<file path="config.mk">
export PLATFORM = sky130hd
export DESIGN_NAME = mux_bus_seq
export DESIGN_NICKNAME = d
export VERILOG_FILES = /design/src/rtl/mbus_pkg.sv /design/src/rtl/mbus_ctrl.sv /design/src/rtl/mbus_pins.sv /design/src/rtl/mbus_rcap.sv /design/src/rtl/mux_bus_seq.sv
export SDC_FILE = /design/constraint.sdc
export NUM_CORES = 1
export LEC_CHECK = 0
export ABC_AREA = 1
export BUFFER_PORTS_ARGS = -buffer_cell sky130_fd_sc_hd__buf_2
export CAP_MARGIN = 20
export CORE_ASPECT_RATIO = 0.5
export CORE_MARGIN = 5
export CORE_UTILIZATION = 52
export DETAILED_ROUTE_END_ITERATION = 12
export PLACE_DENSITY_LB_ADDON = 0.2
export SLEW_MARGIN = 5
export SYNTH_ARGS = -nofsm -noshare
export SYNTH_HDL_FRONTEND = slang
export SYNTH_HIERARCHICAL = 1
export SYNTH_SLANG_ARGS = --single-unit
export TNS_END_PERCENT = 10
</file>
<file path="constraint.sdc">
create_clock -name clk -period 1.85 [get_ports clk]
set_input_delay 0.2775 -clock clk [delete_from_list [all_inputs] [get_ports clk]]
set_output_delay 0.2775 -clock clk [all_outputs]
set_load 0.01 [all_outputs]
</file>
<file path="src/rtl/mbus_pkg.sv">
package mbus_pkg;

    localparam int ADDR_W  = 20;
    localparam int DATA_W  = 16;
    localparam int UPPER_W = ADDR_W - DATA_W;
    localparam int SEG_W   = 2;

    typedef enum logic [2:0] {
        BS_IDLE,
        BS_T1,
        BS_T2,
        BS_T3,
        BS_TW,
        BS_T4,
        BS_HOLD
    } bus_state_e;

    // Segment codes are decoded by the outside world, so the values are fixed.
    typedef enum logic [SEG_W-1:0] {
        SEG_ALT   = 2'b00,
        SEG_STACK = 2'b01,
        SEG_CODE  = 2'b10,
        SEG_DATA  = 2'b11
    } seg_sel_e;

    typedef struct packed {
        logic              io;
        logic              write;
        logic              inta;
        logic              word;
        logic [ADDR_W-1:0] addr;
        seg_sel_e          seg;
        logic [DATA_W-1:0] wdata;
    } bus_req_t;

    // Upper lane is used for a word, or for any byte at an odd address.
    function automatic logic lane_hi_n(input logic word, input logic a0);
        return !(word || a0);
    endfunction

    function automatic logic [UPPER_W-1:0] status_bits(input logic ie, input seg_sel_e seg);
        return {1'b0, ie, seg};
    endfunction

    function automatic logic in_data_phase(input bus_state_e st);
        return (st == BS_T2) || (st == BS_T3) || (st == BS_TW) || (st == BS_T4);
    endfunction

endpackage

</file>
<file path="src/rtl/mbus_ctrl.sv">
module mbus_ctrl
    import mbus_pkg::*;
(
    input  logic       clk,
    input  logic       rst,
    input  logic       req_valid,
    input  bus_req_t   req_in,
    input  logic       ready,
    input  logic       hold_req,
    input  logic       ie_flag,
    output bus_state_e state,
    output bus_req_t   req_q,
    output logic       accept,
    output logic       inta_second,
    output logic       ie_q
);

    bus_state_e state_nx;
    logic       can_start;

    assign can_start = (state == BS_IDLE) || (state == BS_T4);
    assign accept    = can_start && req_valid && !hold_req;

    always_comb begin
        state_nx = state;
        unique case (state)
            BS_IDLE: begin
                if (hold_req)       state_nx = BS_HOLD;
                else if (req_valid) state_nx = BS_T1;
            end
            BS_T1:   state_nx = BS_T2;
            BS_T2:   state_nx = BS_T3;
            BS_T3,
            BS_TW:   state_nx = ready ? BS_T4 : BS_TW;
            BS_T4: begin
                if (hold_req)       state_nx = BS_HOLD;
                else if (req_valid) state_nx = BS_T1;
                else                state_nx = BS_IDLE;
            end
            BS_HOLD: state_nx = hold_req ? BS_HOLD : BS_IDLE;
            default: state_nx = BS_IDLE;
        endcase
    end

    always_ff @(posedge clk) begin
        if (rst) begin
            state       <= BS_IDLE;
            req_q       <= '0;
            inta_second <= 1'b0;
            ie_q        <= 1'b0;
        end else begin
            state <= state_nx;
            ie_q  <= ie_flag;
            if (accept)
                req_q <= req_in;
            if (state == BS_T4 && req_q.inta)
                inta_second <= !inta_second;
        end
    end

endmodule

</file>
<file path="src/rtl/mbus_pins.sv">
module mbus_pins
    import mbus_pkg::*;
(
    input  bus_state_e          state,
    input  bus_req_t            req_q,
    input  logic                inta_second,
    input  logic                ie_q,
    output logic [DATA_W-1:0]   ad_out,
    output logic                ad_oe,
    output logic [UPPER_W-1:0]  ast_out,
    output logic                ast_oe,
    output logic                bhe_n,
    output logic                bhe_oe,
    output logic                rd_n,
    output logic                rd_oe
);

    logic is_read;
    logic is_write;

    assign is_read  = !req_q.write && !req_q.inta;
    assign is_write = req_q.write && !req_q.inta;

    always_comb begin
        ad_out  = '0;
        ad_oe   = 1'b0;
        ast_out = '0;
        ast_oe  = 1'b1;
        bhe_n   = 1'b1;
        bhe_oe  = 1'b1;
        rd_n    = 1'b1;
        rd_oe   = 1'b1;
        if (state == BS_T1) begin
            ad_out  = req_q.addr[DATA_W-1:0];
            ad_oe   = !req_q.inta;
            ast_out = req_q.io ? '0 : req_q.addr[ADDR_W-1:DATA_W];
            bhe_n   = req_q.inta ? inta_second
                                 : lane_hi_n(req_q.word, req_q.addr[0]);
        end else if (in_data_phase(state)) begin
            ast_out = status_bits(ie_q, req_q.seg);
            if (is_write) begin
                ad_out = req_q.wdata;
                ad_oe  = 1'b1;
            end
            rd_n = !(is_read && state != BS_T4);
        end else if (state == BS_HOLD) begin
            ast_oe = 1'b0;
            bhe_oe = 1'b0;
            rd_oe  = 1'b0;
        end
    end

endmodule

</file>
<file path="src/rtl/mbus_rcap.sv">
module mbus_rcap
    import mbus_pkg::*;
(
    input  logic              clk,
    input  logic              rst,
    input  bus_state_e        state,
    input  logic              write,
    input  logic              ready,
    input  logic [DATA_W-1:0] ad_in,
    output logic [DATA_W-1:0] rdata
);

    logic last_edge;

    assign last_edge = ((state == BS_T3) || (state == BS_TW)) && ready;

    always_ff @(posedge clk) begin
        if (rst)
            rdata <= '0;
        else if (last_edge && !write)
            rdata <= ad_in;
    end

endmodule

</file>
<file path="src/rtl/mux_bus_seq.sv">
module mux_bus_seq
    import mbus_pkg::*;
(
    input  logic                 clk,
    input  logic                 rst,
    input  logic                 req_valid,
    input  logic                 req_io,
    input  logic                 req_write,
    input  logic                 req_inta,
    input  logic                 req_word,
    input  logic [ADDR_W-1:0]    req_addr,
    input  logic [SEG_W-1:0]     req_seg,
    input  logic [DATA_W-1:0]    req_wdata,
    input  logic                 ie_flag,
    input  logic                 ready,
    input  logic                 hold_req,
    input  logic [DATA_W-1:0]    ad_in,
    output logic                 req_accept,
    output logic                 done,
    output logic [DATA_W-1:0]    rdata,
    output logic [DATA_W-1:0]    ad_out,
    output logic                 ad_oe,
    output logic [UPPER_W-1:0]   ast_out,
    output logic                 ast_oe,
    output logic                 bhe_n,
    output logic                 bhe_oe,
    output logic                 rd_n,
    output logic                 rd_oe,
    output logic                 hlda
);

    bus_req_t   req_in;
    bus_req_t   req_q;
    bus_state_e state;
    logic       inta_second;
    logic       ie_q;

    always_comb begin
        req_in.io    = req_io;
        req_in.write = req_write;
        req_in.inta  = req_inta;
        req_in.word  = req_word;
        req_in.addr  = req_addr;
        req_in.seg   = seg_sel_e'(req_seg);
        req_in.wdata = req_wdata;
    end

    mbus_ctrl u_ctrl (
        .clk         (clk),
        .rst         (rst),
        .req_valid   (req_valid),
        .req_in      (req_in),
        .ready       (ready),
        .hold_req    (hold_req),
        .ie_flag     (ie_flag),
        .state       (state),
        .req_q       (req_q),
        .accept      (req_accept),
        .inta_second (inta_second),
        .ie_q        (ie_q)
    );

    mbus_pins u_pins (
        .state       (state),
        .req_q       (req_q),
        .inta_second (inta_second),
        .ie_q        (ie_q),
        .ad_out      (ad_out),
        .ad_oe       (ad_oe),
        .ast_out     (ast_out),
        .ast_oe      (ast_oe),
        .bhe_n       (bhe_n),
        .bhe_oe      (bhe_oe),
        .rd_n        (rd_n),
        .rd_oe       (rd_oe)
    );

    mbus_rcap u_rcap (
        .clk   (clk),
        .rst   (rst),
        .state (state),
        .write (req_q.write),
        .ready (ready),
        .ad_in (ad_in),
        .rdata (rdata)
    );

    assign done = (state == BS_T4);
    assign hlda = (state == BS_HOLD);

endmodule

</file>
; ---- Word-level counts from Yosys, hierarchy flattened
; Cells that the tools add are included.
[totals]
out_inout_bits = 45
word_cells = 64
inputBits = 64
register_bits = 63
[classes]
n_mux = 23
eq_ne = 8
n_reduce_logical = 22
[op_table]
columns = operator, count
row1 = $mux W16, 3
row2 = $pmux W3 S6, 1
row3 = $mux W3, 5
row4 = $mux W1, 12
row5 = $eq A3 B3 Y1 const B, 3
row6 = $logic_and A1 B1 Y1, 8
row7 = $mux W4, 2
row8 = $eq A3 B2 Y1 const B, 2
row9 = $logic_not A1 Y1, 6
row10 = $logic_or A1 B1 Y1, 6
row11 = $ne A3 B3 Y1 const B, 2
row12 = $eq A3 B1 Y1 const B, 1
row13 = $logic_not A3 Y1, 1
row14 = $reduce_or A2 Y1, 1

; ---- Depth between registers and ports, before layout
[depth]
ltp_word = 6
ltp_mapped = 8
ltp_nobuf = 6

; ---- Modules after synthesis
; Netlist, hierarchy kept.
[modules_own_cells]
columns = mod, cells_per_inst, seq_area_each_um2, area_per_inst_um2, n_inst
row1 = mbus_ctrl, 321, 940.9, 2183.3, 1
row2 = mbus_rcap, 111, 320.3, 789.5, 1
row3 = mbus_pins, 120, 0.0, 569.3, 1
row4 = mux_bus_seq, 4, 0.0, 15.0, 1

; ---- Worst setup path before layout
; Ideal clock, no wire load.
[synth_path]
path_kind = register -> output
from = reg u_ctrl.state[2]
to = out req_accept
stages_incl_launch_ff = 6
slack_ns = 0.245
required_ns = 1.572
path_buffers = 2
arrival_time_ns = 1.327
path_cell_list = dfxtp_1 -> inv_1 -> nand3_1 -> buf_4 -> buf_2 -> nand2_1
[synth_via]
elab_chain_cells = 4
word_cells_on_any_way = 5
classes_between = eq/ne: 1 / reduce/logical: 4
[synth_rtl]
columns = element, line
row1 = from (decl), mbus_ctrl.sv:11  ; output bus_state_e state,
row2 = from (signal assigned), mbus_ctrl.sv:52  ; state <= state_nx;
row3 = $eq A3 B3 Y1 / $logic_not A3 Y1 (equally long branches), mbus_ctrl.sv:21  ; assign can_start = (state == BS_IDLE) || (state == BS_T4);
row4 = $logic_or A1 B1 Y1 *, mbus_ctrl.sv:21
row5 = $logic_and A1 B1 Y1 * (2 in series), mbus_ctrl.sv:22  ; assign accept = can_start && req_valid && !hold_req;
row6 = to (decl), mux_bus_seq.sv:18  ; output logic req_accept,
; Mark *: on every way between the ends. The rest lies on a longest branch, timed or not.

; ---- Worst setup path after layout
[layout_path]
from = reg u_ctrl.state[1]
to = out ad_out[9]
[layout_via]
elab_chain_cells = 6
word_cells_on_any_way = 10
classes_between = eq/ne: 5 / mux: 2 / reduce/logical: 3
[layout_rtl]
columns = element, line
row1 = $eq A3 B2 Y1, mbus_pkg.sv:46  ; return (st == BS_T2) || (st == BS_T3) || (st == BS_TW) || (st == BS_T4);
row2 = $logic_or A1 B1 Y1 (3 in series), mbus_pkg.sv:46
row3 = $mux W16, mbus_pins.sv:39  ; end else if (in_data_phase(state)) begin
row4 = $mux W16 *, mbus_pins.sv:33  ; if (state == BS_T1) begin
row5 = to (decl), mux_bus_seq.sv:21  ; output logic [DATA_W-1:0] ad_out,
; Marked as above.

==> out/qor_table.md <==
| Item | Value |
| --- | --- |
| Number of standard-cell rows in the floorplan | 21 |
| Post-synth top area share | 35.5% |
| Max FO, Critical Path | 17 |
| Critical path start-end classification | flip-flop to primary output |
| Number of buffers between clock root and the deepest sink | 2 |
| Leading cell types by count after synthesis | 114 x sky130_fd_sc_hd__nand2_1, 88 x sky130_fd_sc_hd__inv_1, 84 x sky130_fd_sc_hd__nor2_1 |
| Pwr dens | 1000 mW/mm2 |
| Largest net degree at the start of global routing | 34 |
| Outcome | finished, final reports clean |
| Detailed placer's ending HPWL | 5.99 mm |
| Routed via count | 3,507 |
| Last weighted congestion value of the routability-driven placer | 0.791 |
| DP Cell Count | 734 |
| Finished layout cell area | 0.00447 mm2 |
| Worst Setup End Kind | primary output |
| Port bufs | 108 |
| Worst-case vdd ir drop | 0.582 mV |
| Die outline height | 68.5 um |
| # Max-Cap Violations | 0 |
| Worst-path cell chain | nand2_4 -> clkinv_2 -> nor2_8 -> buf_12 -> nand2_2 -> nand2_2 -> buf_2 |
| Synth Flop Type | sky130_fd_sc_hd__dfxtp_1 |
| Cts-stage hold buffer count | 0 |
| Grt total ovfl | 0 |
| Synth cell types | 27 |
| Filler cells | 634 |
| Final setup viols | 0 |
| DRC violations left | 0 |
| Data required time of the worst path | 1.57 ns |
| Post-Syn Area per Cell | 6.40 um2 |
| Tmin final | 1.73 ns |
| P_leak | 2.41 nW |
| Top-level I/O count | 109 |
| Wire length of the first global-routing pass | 13.9 mm |
| Post-synth ARST share | 0% |
| Total number of clock tree sinks | 63 |
| CTS tree | yes |
| Root cell of the clock tree | sky130_fd_sc_hd__clkbuf_16 |
| Number of enable flip-flop cells after synthesis | 0 |
| Pins over their slew limit | 0 |
| Largest cells by area after synthesis | sky130_fd_sc_hd__dfxtp_1 35%, sky130_fd_sc_hd__nand2_1 12%, sky130_fd_sc_hd__inv_1 9.3%, sky130_fd_sc_hd__nor2_1 8.9%, sky130_fd_sc_hd__nand3_1 8.6% |
| Path category of the worst min-delay check | primary input to flip-flop |
| Vias per cell | 4.66 |
| CP max stage delay | 0.39 ns |
| Place WS | 0.204 ns |
| Count of TritonRoute iterations in the first routing pass | 4 |
| Sequential-to-total area share from yosys stat | 35.5% |
| Transition at the pin with the smallest max-transition slack | 0.465 ns |
| Final Instance Count excl. Fillers | 753 |
| Count of mapped cells out of synthesis | 556 |
| Worst path most repeated cell | sky130_fd_sc_hd__nand2_2 |
| Maximum level of the CTS H-tree | 3 |
| Die Outline Area | 0.00870 mm2 |
| Fin nets | 719 |
| Antenna violations before repair | 1 |
| Dominant cell type by area after synthesis | sky130_fd_sc_hd__dfxtp_1 |
| Critical path startpoint category | flip-flop |
| Sum of negative setup slack | 0 ns |
| Worst hold slack | 0.154 ns |
| Post-route core utilization | 67.0% |
| Synthesized net count | 620 |
| Number of synthesis warnings | 6 |
| Total power | 4.49 mW |
| Chip Width | 127 um |
| Library cell with the highest instance count after synthesis | sky130_fd_sc_hd__nand2_1 |
| Final WS setup | 0.116 ns |
| Detailed-route wire length per cell | 11.4 um |
| Unrepaired setup endpoints after global routing | yes |
| Post-synthesis sequential element count | 63 |
| Footprint of the multi-input gates | 0.00173 mm2 |
| Final Cycle Share | 93.7% |
| Crit path DAT | 1.46 ns |
| Clock transition at path regs | 0.05 ns |
| Worst clock skew on the final layout | 0.00550 ns |
| Cell area after synthesis | 0.00356 mm2 |
| Remaining antenna violation count | 0 |
| Total global routing track utilization | 20.5% |
| Dpl cell area | 0.00410 mm2 |
| Drt total wl | 8.60 mm |
| Sequential Area | 0.00127 mm2 |
| Initial Utilization | 53.3% |
| Via count of the first global-routing pass | 3,098 |
| Layout-stage area growth over the synthesis result | 25.8% |
| Crit path max-delay cell type | sky130_fd_sc_hd__dfxtp_4 |
| Number of hold-slack violations in the final timing report | 0 |
| Clk Latency, worst-skew pair | 0.33 ns |
| Layout cells sized above 1 | 28.2% |
| Standard cell core area | 0.00667 mm2 |
| Max frequency | 0.577 GHz |
| Normalized max-slew margin | 69.0% |
| First-iteration detailed-routing DRC count | 159 |
| Total clock buffers created by CTS | 9 |
## worst paths after layout
path	startpoint	to	slack, ns	cells past startpoint
worst min register to register	u_rcap/rdata[15]	u_rcap/rdata[15]	0.48	2
worst max register to register	u_ctrl/state[2]	u_ctrl/req_q[24]	0.36	5
worst min-delay path	ie_flag	u_ctrl/ie_q	0.15	3
worst max-delay path	u_ctrl/state[1]	ad_out[9]	0.12	7
## registers in the layout (all words and copies together), names as in the netlist
register / count
u_ctrl/req_q: 42
u_rcap/rdata: 16
u_ctrl/state: 3
u_ctrl/ie_q: 1
u_ctrl/inta_second: 1
## cells by family (layout without fill, tap and decap cells)
logic type             count (synthesis)  in the layout  share of synthesized area, %
AND/OR/NAND/NOR                      299            299                          38.1
buffers and inverters                126            230                          16.6
AO/OA/AOI/OAI                         68             68                          9.88
flip-flops                            63             63                          35.5
other                                  0              1                             0
## layout make-up
class	count	share of cell area (%)
Antenna cell	1	0.0559
Clock buffer	13	6.04
Clock inverter	3	0.895
Inverter	92	7.75
Multi-Input combinational cell	367	38.7
Sequential cell	63	28.4
Tap cell	92	2.57
Timing Repair Buffer	122	15.6
## report_power, final
group	total (mW)	switching (mW)	internal [mW]
clock network	1.72	0.573	1.15
logic	1.12	0.664	0.453
registers	1.65	0.123	1.53
## layout by cell type, fill, tap and decap left out, types with 4 or more instances in the layout
cell / count
sky130_fd_sc_hd__nand2_2: 19
sky130_fd_sc_hd__nand3_1: 60
sky130_fd_sc_hd__o21ai_0: 4
sky130_fd_sc_hd__a21oi_1: 59
sky130_fd_sc_hd__nand2_1: 113
sky130_fd_sc_hd__nor2_2: 5
sky130_fd_sc_hd__nor2_1: 84
sky130_fd_sc_hd__clkbuf_16: 9
sky130_fd_sc_hd__buf_4: 9
sky130_fd_sc_hd__inv_1: 88
sky130_fd_sc_hd__nand3_2: 7
sky130_fd_sc_hd__buf_12: 4
sky130_fd_sc_hd__dfxtp_1: 60
sky130_fd_sc_hd__buf_2: 108
## routing by layer
layer	global-route usage, %	share of wire [%]	up-vias
met5	0	0	-
met4	8.69	0.71	0
met3	7.56	8.4	7
met2	33.6	44	100
met1	24.6	47	1506
li1	-	-	1894
## critical path, delay by kind of cell, from the launching register on
kind | cells | cell delay [ns]
flip-flops | 1 | 0.39
AND/OR/NAND/NOR | 4 | 0.36
buffers and inverters | 3 | 0.38
## what timing repair did
item | 4_1_cts | 5_1_grt
resized for setup | 4 | 4
setup buffers | 1 | 1
pin swaps | 1 | 1
setup endpoints to repair | 23 | 19
Note: power is estimated with default switching activity, not from simulation.
